### src/rtl/dma_burst_sched.sv
module dma_burst_sched #(
  parameter int FIFO_BYTES = 16,
  parameter int CNT_W      = 16,
  parameter int ADDR_W     = 32
) (
  input  logic                            clk,
  input  logic                            rst_n,
  input  logic                            start,
  input  logic [1:0]                      thr_sel,
  input  logic [1:0]                      mem_size,
  input  logic [1:0]                      mem_burst,
  input  logic [1:0]                      per_size,
  input  logic [1:0]                      per_burst,
  input  logic [CNT_W-1:0]                item_count,
  input  logic [$clog2(FIFO_BYTES+1)-1:0] fifo_level,
  output logic                            req,
  output logic [4:0]                      req_beats,
  input  logic                            gnt,
  output logic                            beat,
  output logic [ADDR_W-1:0]               mem_addr,
  output logic                            done,
  output logic                            cfg_err
);
  localparam int LVL_W = $clog2(FIFO_BYTES+1);
  localparam int BW    = 8;
  localparam int RB_W  = CNT_W + 2;

  typedef enum logic [1:0] {S_IDLE, S_WAIT, S_REQ, S_XFER} state_t;

  function automatic logic [BW-1:0] beats_of(input logic [1:0] c);
    case (c)
      2'd0:    return BW'(1);
      2'd1:    return BW'(4);
      2'd2:    return BW'(8);
      default: return BW'(16);
    endcase
  endfunction

  function automatic logic [2:0] lg_of(input logic [1:0] c);
    case (c)
      2'd0:    return 3'd0;
      2'd1:    return 3'd2;
      2'd2:    return 3'd3;
      default: return 3'd4;
    endcase
  endfunction

  function automatic logic [BW-1:0] thr_bytes(input logic [1:0] t);
    return BW'((32'(t) + 1) * (FIFO_BYTES / 4));
  endfunction

  state_t          state;
  logic [1:0]      l_thr, l_ms, l_mb;
  logic [CNT_W-1:0] rem;
  logic [BW-1:0]   groups_left;
  logic [4:0]      beat_cnt;

  // setup check on live inputs
  logic [BW-1:0] fb, tb_in, m_bb, p_bb;
  logic          cfg_bad;
  assign fb      = BW'(FIFO_BYTES);
  assign tb_in   = thr_bytes(thr_sel);
  assign m_bb    = beats_of(mem_burst) << mem_size;
  assign p_bb    = beats_of(per_burst) << per_size;
  assign cfg_bad = (mem_size == 2'd3) || (per_size == 2'd3) || (m_bb > fb) ||
                   ((tb_in & (m_bb - BW'(1))) != '0) || (p_bb > fb) ||
                   ((p_bb == fb) && (thr_sel == 2'd2));

  // run-time decisions on latched setup
  logic [BW-1:0]   tb_l, sz_l, bt_l, bb_l, need, nb, len;
  logic [RB_W-1:0] rem_b;
  logic            ev, tail_burst, lvl_ok;
  assign tb_l       = thr_bytes(l_thr);
  assign sz_l       = BW'(1) << l_ms;
  assign bt_l       = beats_of(l_mb);
  assign bb_l       = bt_l << l_ms;
  assign rem_b      = {2'b00, rem} << l_ms;
  assign ev         = rem_b >= RB_W'(tb_l);
  assign tail_burst = (l_mb != 2'd0) && (rem >= CNT_W'(bt_l));
  assign need       = ev ? tb_l : (tail_burst ? bb_l : sz_l);
  assign nb         = !ev ? BW'(1) :
                      (l_mb == 2'd0) ? (tb_l >> l_ms) : (tb_l >> (lg_of(l_mb) + {1'b0, l_ms}));
  assign len        = (l_mb != 2'd0 && (ev || tail_burst)) ? bt_l : BW'(1);
  assign lvl_ok     = {{(BW-LVL_W){1'b0}}, fifo_level} >= need;

  assign req  = (state == S_REQ);
  assign beat = (state == S_XFER);

  always_ff @(posedge clk or negedge rst_n) begin
    if (!rst_n) begin
      state       <= S_IDLE;
      l_thr       <= '0;
      l_ms        <= '0;
      l_mb        <= '0;
      rem         <= '0;
      groups_left <= '0;
      beat_cnt    <= '0;
      req_beats   <= '0;
      mem_addr    <= '0;
      done        <= 1'b0;
      cfg_err     <= 1'b0;
    end else begin
      done <= 1'b0;
      case (state)
        S_IDLE: if (start) begin
          cfg_err <= cfg_bad;
          if (!cfg_bad) begin
            l_thr    <= thr_sel;
            l_ms     <= mem_size;
            l_mb     <= mem_burst;
            rem      <= item_count;
            mem_addr <= '0;
            if (item_count == '0) done  <= 1'b1;
            else                  state <= S_WAIT;
          end
        end
        S_WAIT: if (lvl_ok) begin
          groups_left <= nb;
          req_beats   <= 5'(len);
          state       <= S_REQ;
        end
        S_REQ: if (gnt) begin
          beat_cnt <= req_beats;
          state    <= S_XFER;
        end
        default: begin
          mem_addr <= mem_addr + ADDR_W'(sz_l);
          rem      <= rem - CNT_W'(1);
          beat_cnt <= beat_cnt - 5'd1;
          if (beat_cnt == 5'd1) begin
            if (rem == CNT_W'(1)) begin
              done  <= 1'b1;
              state <= S_IDLE;
            end else if (groups_left > BW'(1)) begin
              groups_left <= groups_left - BW'(1);
              state       <= S_REQ;
            end else begin
              state <= S_WAIT;
            end
          end
        end
      endcase
    end
  end

  assert_req_hold_R7: assert property (@(posedge clk) disable iff (!rst_n)
    req && !gnt |=> req && $stable(req_beats));
  assert_beats_follow_R7: assert property (@(posedge clk) disable iff (!rst_n)
    $fell(req) |-> beat);
  assert_err_quiet_R2: assert property (@(posedge clk) disable iff (!rst_n)
    cfg_err |-> !req && !beat);
  assert_beat_has_item_R9: assert property (@(posedge clk) disable iff (!rst_n)
    beat |-> rem != '0);
  assert_done_ends_R9: assert property (@(posedge clk) disable iff (!rst_n)
    done |=> !req && !beat);
  assert_addr_step_R8: assert property (@(posedge clk) disable iff (!rst_n)
    beat |=> mem_addr == $past(mem_addr) + ADDR_W'(sz_l));
endmodule

### config.mk
export PLATFORM = sky130hd
export DESIGN_NAME = dma_burst_sched
export DESIGN_NICKNAME = d
export VERILOG_FILES = /design/src/rtl/dma_burst_sched.sv
export SDC_FILE = /design/constraint.sdc
export NUM_CORES = 1
export LEC_CHECK = 0
export ABC_CLOCK_PERIOD_IN_PS = 5800
export BUFFER_PORTS_ARGS = -buffer_cell sky130_fd_sc_hd__buf_2
export CAP_MARGIN = 20
export CORE_UTILIZATION = 54
export DETAILED_ROUTE_END_ITERATION = 7
export GPL_TIMING_DRIVEN = 1
export HOLD_SLACK_MARGIN = 0.1
export PLACE_DENSITY = 0.79
export SLEW_MARGIN = 20
export SYNTH_ARGS = -nofsm -noshare
export SYNTH_HDL_FRONTEND = slang
export SYNTH_SLANG_ARGS = --single-unit
### constraint.sdc
create_clock -name clk -period 5.8 [get_ports clk]
set_clock_uncertainty 0.2 [all_clocks]
set_input_delay 0.58 -clock clk [delete_from_list [all_inputs] [get_ports clk]]
set_output_delay 0.58 -clock clk [all_outputs]
set_load 0.1 [all_outputs]
==> After elaboration in Yosys (flattened, before gate mapping) <==
Cells that the tools add are included.
{ "word_totals": {"out_inout_bits": 41, "reg_bits": 76, "wordCells": 124} }
{ "op_classes": {"shifts": 7, "addsub": 8, "bitwise_logic": 5, "muxes": 37, "n_reduce_logical": 29, "magnitude_cmp": 6, "n_eq_ne": 21} }
{ "ops": {"columns": ["cell", "count"], "rows": [
  ["two-way mux 32 bit", 2],
  ["two-way mux 8 bit", 8],
  ["one-hot mux 32 bit (2 select lines)", 1],
  ["one-hot mux 5 bit (3 select lines)", 3],
  ["adder 32 x 8 -> 32 bit", 1],
  ["two-way mux 16 bit", 2],
  ["one-hot mux 16 bit (2 select lines)", 1],
  ["<< shifter 8 x 2 -> 8 bit", 3],
  ["greater-or-equal comparator 18 x 5 -> 1 bit", 1],
  ["<< shifter 16 x 2 -> 18 bit", 1],
  ["== test 16 x 1 -> 1 bit (second input constant)", 1],
  ["== test 2 bit (second input constant)", 8],
  ["greater-or-equal comparator 16 x 8 -> 1 bit", 1],
  ["> comparator 8 x 5 -> 1 bit (second input constant)", 2],
  ["zero test 16 bit", 1],
  ["two-way mux 2 bit", 8],
  ["one-hot mux 8 bit (2 select lines)", 1],
  ["subtractor 16 x 1 -> 16 bit (second input constant)", 1],
  ["subtractor 8 x 1 -> 8 bit (second input constant)", 2],
  ["two-way mux 5 bit", 2],
  ["one-hot mux 5 bit (2 select lines)", 1],
  ["one-hot mux 3 bit (3 select lines)", 1],
  ["bitwise AND 5 x 8 -> 8 bit", 1],
  ["== test 2 x 1 -> 1 bit (second input constant)", 4],
  ["other kinds (27)", 56]
]} }

==> Longest topological paths before layout <==
{ "depth": {"word_depth": 12, "depth_mapped": 19, "ltp_nobuf": 17} }

==> Least setup slack after synthesis <==
No wires, ideal clock.
{ "synth_path": {"path_type": "register -> register", "startpoint": "register l_ms[0]", "endpoint": "register groups_left[2]", "required_time_ps": 5474, "arrival_ps": 4127, "path_stages_with_launch": 18, "path_buffers": 3, "path_slack_ps": 1347, "synth_period_minus_slack_ps": 4453, "setup_ps": 126, "cell_sequence": "dfrtp_1 -> buf_2 -> mux4_2 -> ha_1 -> a221o_1 -> a211oi_1 -> nand4_1 -> nor2_1 -> buf_2 -> a31oi_1 -> ha_1 -> a21o_1 -> a31oi_1 -> o21ai_0 -> a31oi_1 -> or2_2 -> clkbuf_1 -> a221o_1"} }
{ "synth_via": {"elab_chain_len": 6} }
{ "synth_rtl": {"columns": ["element", "line_no", "text"], "rows": [
  ["from (decl)", "53", "logic [1:0] l_thr, l_ms, l_mb;"],
  ["from (signal assigned)", "109", "l_ms <= mem_size;"],
  ["<< shifter 16 x 2 -> 18 bit, or another cell as far along", "77", "assign rem_b = {2'b00, rem} << l_ms;"],
  ["greater-or-equal comparator 18 x 5 -> 1 bit, or another cell as far along", "78", "assign ev = rem_b >= RB_W'(tb_l);"],
  ["two-way mux 8 bit, on equally long branches", "80, 82", null],
  ["greater-or-equal comparator 5 x 8 -> 1 bit / two-way mux 8 bit (equally long branches)", "84, 81", null],
  ["!= test 2 bit (no source line) / two-way mux 8 bit (equally long branches)", null, null],
  ["AND reduction 5 bit (no source line) / one-hot mux 8 bit (2 select lines) (equally long branches)", null, null],
  ["to (signal assigned)", "118", "groups_left <= nb;"],
  ["to (signal assigned)", "135", "groups_left <= groups_left - BW'(1);"],
  ["to (decl)", "55", "logic [BW-1:0] groups_left;"]
]} }
Several ways; a longest one is shown, not always the timed one. The select of a mux whose other input is x is not followed.
A chain may end at the register's enable or synchronous reset.

==> Worst setup path after layout <==
Same ends and word-level chain as after synthesis.

==> results.toml <==
[cts]
hold_buffers = 0
cts.sink_count = 75
cts_tree = "done"
htree_num_levels = 3
cts_setup_buffers = 0
cts_made_buffers = 9
path_clk_slew_ns = 0.08
post_cts_resized = 0
insertion_delay_ns = 0.36
clock_path_buffers = 2
clockRootBuffer = "clkbuf_8"

[route]
avgRoutedWirePerCell_um = 18.5
drt_iter0_markers = 442
drc = 0
vias = 5376
wirelength_mm = 14.9
ant_nets = 0
dr.pass1.iters = 6
routed_via_density = 6.66

[finish]
layout-drive-gt1-share_pct = 16.6
fin_cells = 807
final-seq-area_um2 = 1880
area_growth_pct = 11.4
diodes = 0
n_fill_cell = 852
nets = 740
multi_input_area_um2 = 3280

[placed_design]
gp_congestion = 0.910
dpl.cell_count = 790
io_buffers = 74
dp_hpwl_mm = 10.5

[yosys]
async_flop_share_pct = 100
yosys.area.top_type_share_pct = 34.6
synth_edf_count = 0
ys_seq_elements = 75
ys_top_cells_by_area = "dfrtp_1 (35%), ha_1 (7.8%), o311ai_0 (3.6%), nor2_1 (3.4%), o41ai_1 (3.4%)"
synth_area_per_cell_um2 = 8.81
synth.most_common_cell = "dfrtp_1"
ys_warn_count = 0
syn-cell-area_um2 = 5420
synth_commonest_cells = "dfrtp_1 (75), nor2_1 (49), o21ai_0 (35)"
synth_cells = 616
ys.flop_type = "dfrtp_1"
synth.largest_area_cell = "dfrtp_1"
syn_nets = 687
ys_seq_area_share_pct = 34.6
synth.distinct_cells = 63

[critical_path]
crit_path_max_fanout = 16
worstSetupPathType = "reg2reg"
startpoint_type = "flip-flop"
reg2reg_slack_ns = 0.82
cp_data_required_time_ns = 5.84
arrival_ns = 5.03
crit_path_end_kind = "flip-flop"
path_cells = "mux4_2 > ha_1 > a221o_1 > a211oi_1 > nand4_1 > nor2_1 > buf_4 > a31oi_1 > ha_1 > a21o_1 > a31oi_1 > o21ai_0 > a31oi_1 > or2_2 > a221o_1"
max_stage_delay_ns = 0.69
path_common_cell = "a31oi_1"
slowest_stage = "dfrtp_1"

[timing]
period_share_pct = 85.9
hold_viol_final = 0
slew_headroom_pct = 24.9
worst_slew_pin_slew_ns = 1.12
rsz0062_at_grt = "no"
final.setup.tns_ns = 0
fmax_mhz = 201
hold_ws_ns = 0.178
drv_slew = 0
setup_viol = 0
min_period_ns = 4.98

[global_routing]
grtUsageMet3_pct = 4.65
grt_first_pass_wirelength_mm = 24.2
grt_max_degree = 76
met1_usage_pct = 37.4
first_global_vias = 5116
met2_usage_pct = 50.3
grt.total_usage_pct = 29.7
globalRoute.busiestLayer = "met2"
gr-total-overflow = 0
antenna_found_initial = 0

[floorplan]
chipWidth_um = 102
std_cell_rows = 36
io_pins = 76
initial_core_util_pct = 55.5
die_h_um = 102
core_region_area_um2 = 9770
fp.dieArea_um2 = 10400

[min_path]
hold_path_class = "in2async"

[flow_run]
max_cap_violations = 0

[run_status]
status = "finished, final reports clean"
per-stage QoR:
stage | worst slack, ns | util (%) | instance area [µm²]
6_report | 0.818 | 61.8 | 6040
5_1_grt | 0.594 | 61.8 | 6040
4_1_cts | 0.946 | 61.8 | 6040
3_5_place_dp | 0.981 | 59.9 | 5860
3_3_place_gp | 1.21 | 59.9 | 5860
2_1_floorplan | 1.35 | - | 5420
final timing paths:
| check | cells after the start | endpoint | from |
|---|---|---|---|
| min in group clk | 2 | l_thr[1]$_DFFE_PN0P_ | thr_sel[1] |
| min | 1 | rem[10]$_DFFE_PN0P_ | rst_n |
| max reg2reg | 15 | groups_left[2]$_DFFE_PN0P_ | l_ms[0]$_DFFE_PN0P_ |
| max | 15 | groups_left[2]$_DFFE_PN0P_ | l_ms[0]$_DFFE_PN0P_ |
| max in group asynchronous | 1 | l_thr[1]$_DFFE_PN0P_ | rst_n |
| min reg2reg | 1 | mem_addr[29]$_DFFE_PN0P_ | mem_addr[29]$_DFFE_PN0P_ |
per-layer routing:
| metal | part of all wire [%] | wire [µm] |
|---|---|---|
| met5 | 0 | 0 |
| met3 | 6.4 | 959 |
| met4 | 1.8 | 265 |
| met1 | 42 | 6270 |
| met2 | 50 | 7420 |
kinds of logic after synthesis:
family / count (synthesis) / synth area share (%)
adders and majority gates: 37 / 8.77
buffers and inverters: 72 / 5.17
xor gates and xnor gates: 3 / 0.485
muxes: 21 / 4.22
AOI/OAI and AO/OA: 197 / 25.8
and+or+nand+nor: 210 / 20.9
other: 1 / 0.0691
DFF: 75 / 34.6
final cells by class:
type | count | area share (%)
multi-input cells | 469 | 54.2
flip-flops and latches | 75 | 31.1
repair buffers | 80 | 6.87
well taps | 133 | 2.75
clock buffers | 12 | 2.57
inverters | 34 | 2.11
clock inverters | 4 | 0.414
cell usage in the layout, fill, tap and decap left out, types with 6 or more instances in the layout:
| cell | n |
|---|---|
| nand2b_1 | 7 |
| ha_1 | 33 |
| nor4_1 | 7 |
| and3_1 | 11 |
| a21oi_1 | 33 |
| nand3_1 | 27 |
| or3_1 | 6 |
| o311ai_0 | 22 |
| o21ai_0 | 35 |
| o22ai_1 | 6 |
| nor4b_1 | 6 |
| o41ai_1 | 21 |
| dfrtp_1 | 75 |
| o31ai_1 | 23 |
| clkbuf_8 | 11 |
| inv_1 | 33 |
| a31oi_1 | 9 |
| a22oi_1 | 6 |
| nor3_1 | 13 |
| nand4_1 | 12 |
| buf_2 | 73 |
| mux2i_1 | 15 |
| nand2_1 | 33 |
| a21o_1 | 6 |
| or4_1 | 9 |
| a211oi_1 | 6 |
| nor2_1 | 49 |
| buf_4 | 6 |
worst max-delay path, delay by kind of cell (launching register included):
kind / cells / cell delay (ns)
compound gates: 8 / 1.87
simple gates: 3 / 0.82
flops: 1 / 0.69
mux: 1 / 0.57
fa+ha+maj: 2 / 0.52
buf+inv: 1 / 0.20
state kept, by name (all words and copies together) (netlist names):
name / cells
beat_cnt: 5
cfg_err: 1
done: 1
groups_left: 8
l_mb: 2
l_ms: 2
l_thr: 2
mem_addr: 32
rem: 16
req_beats: 4
state: 2
Power is not shown: default switching activity piles up to over one toggle a cycle in this logic, so the estimate is an artifact.
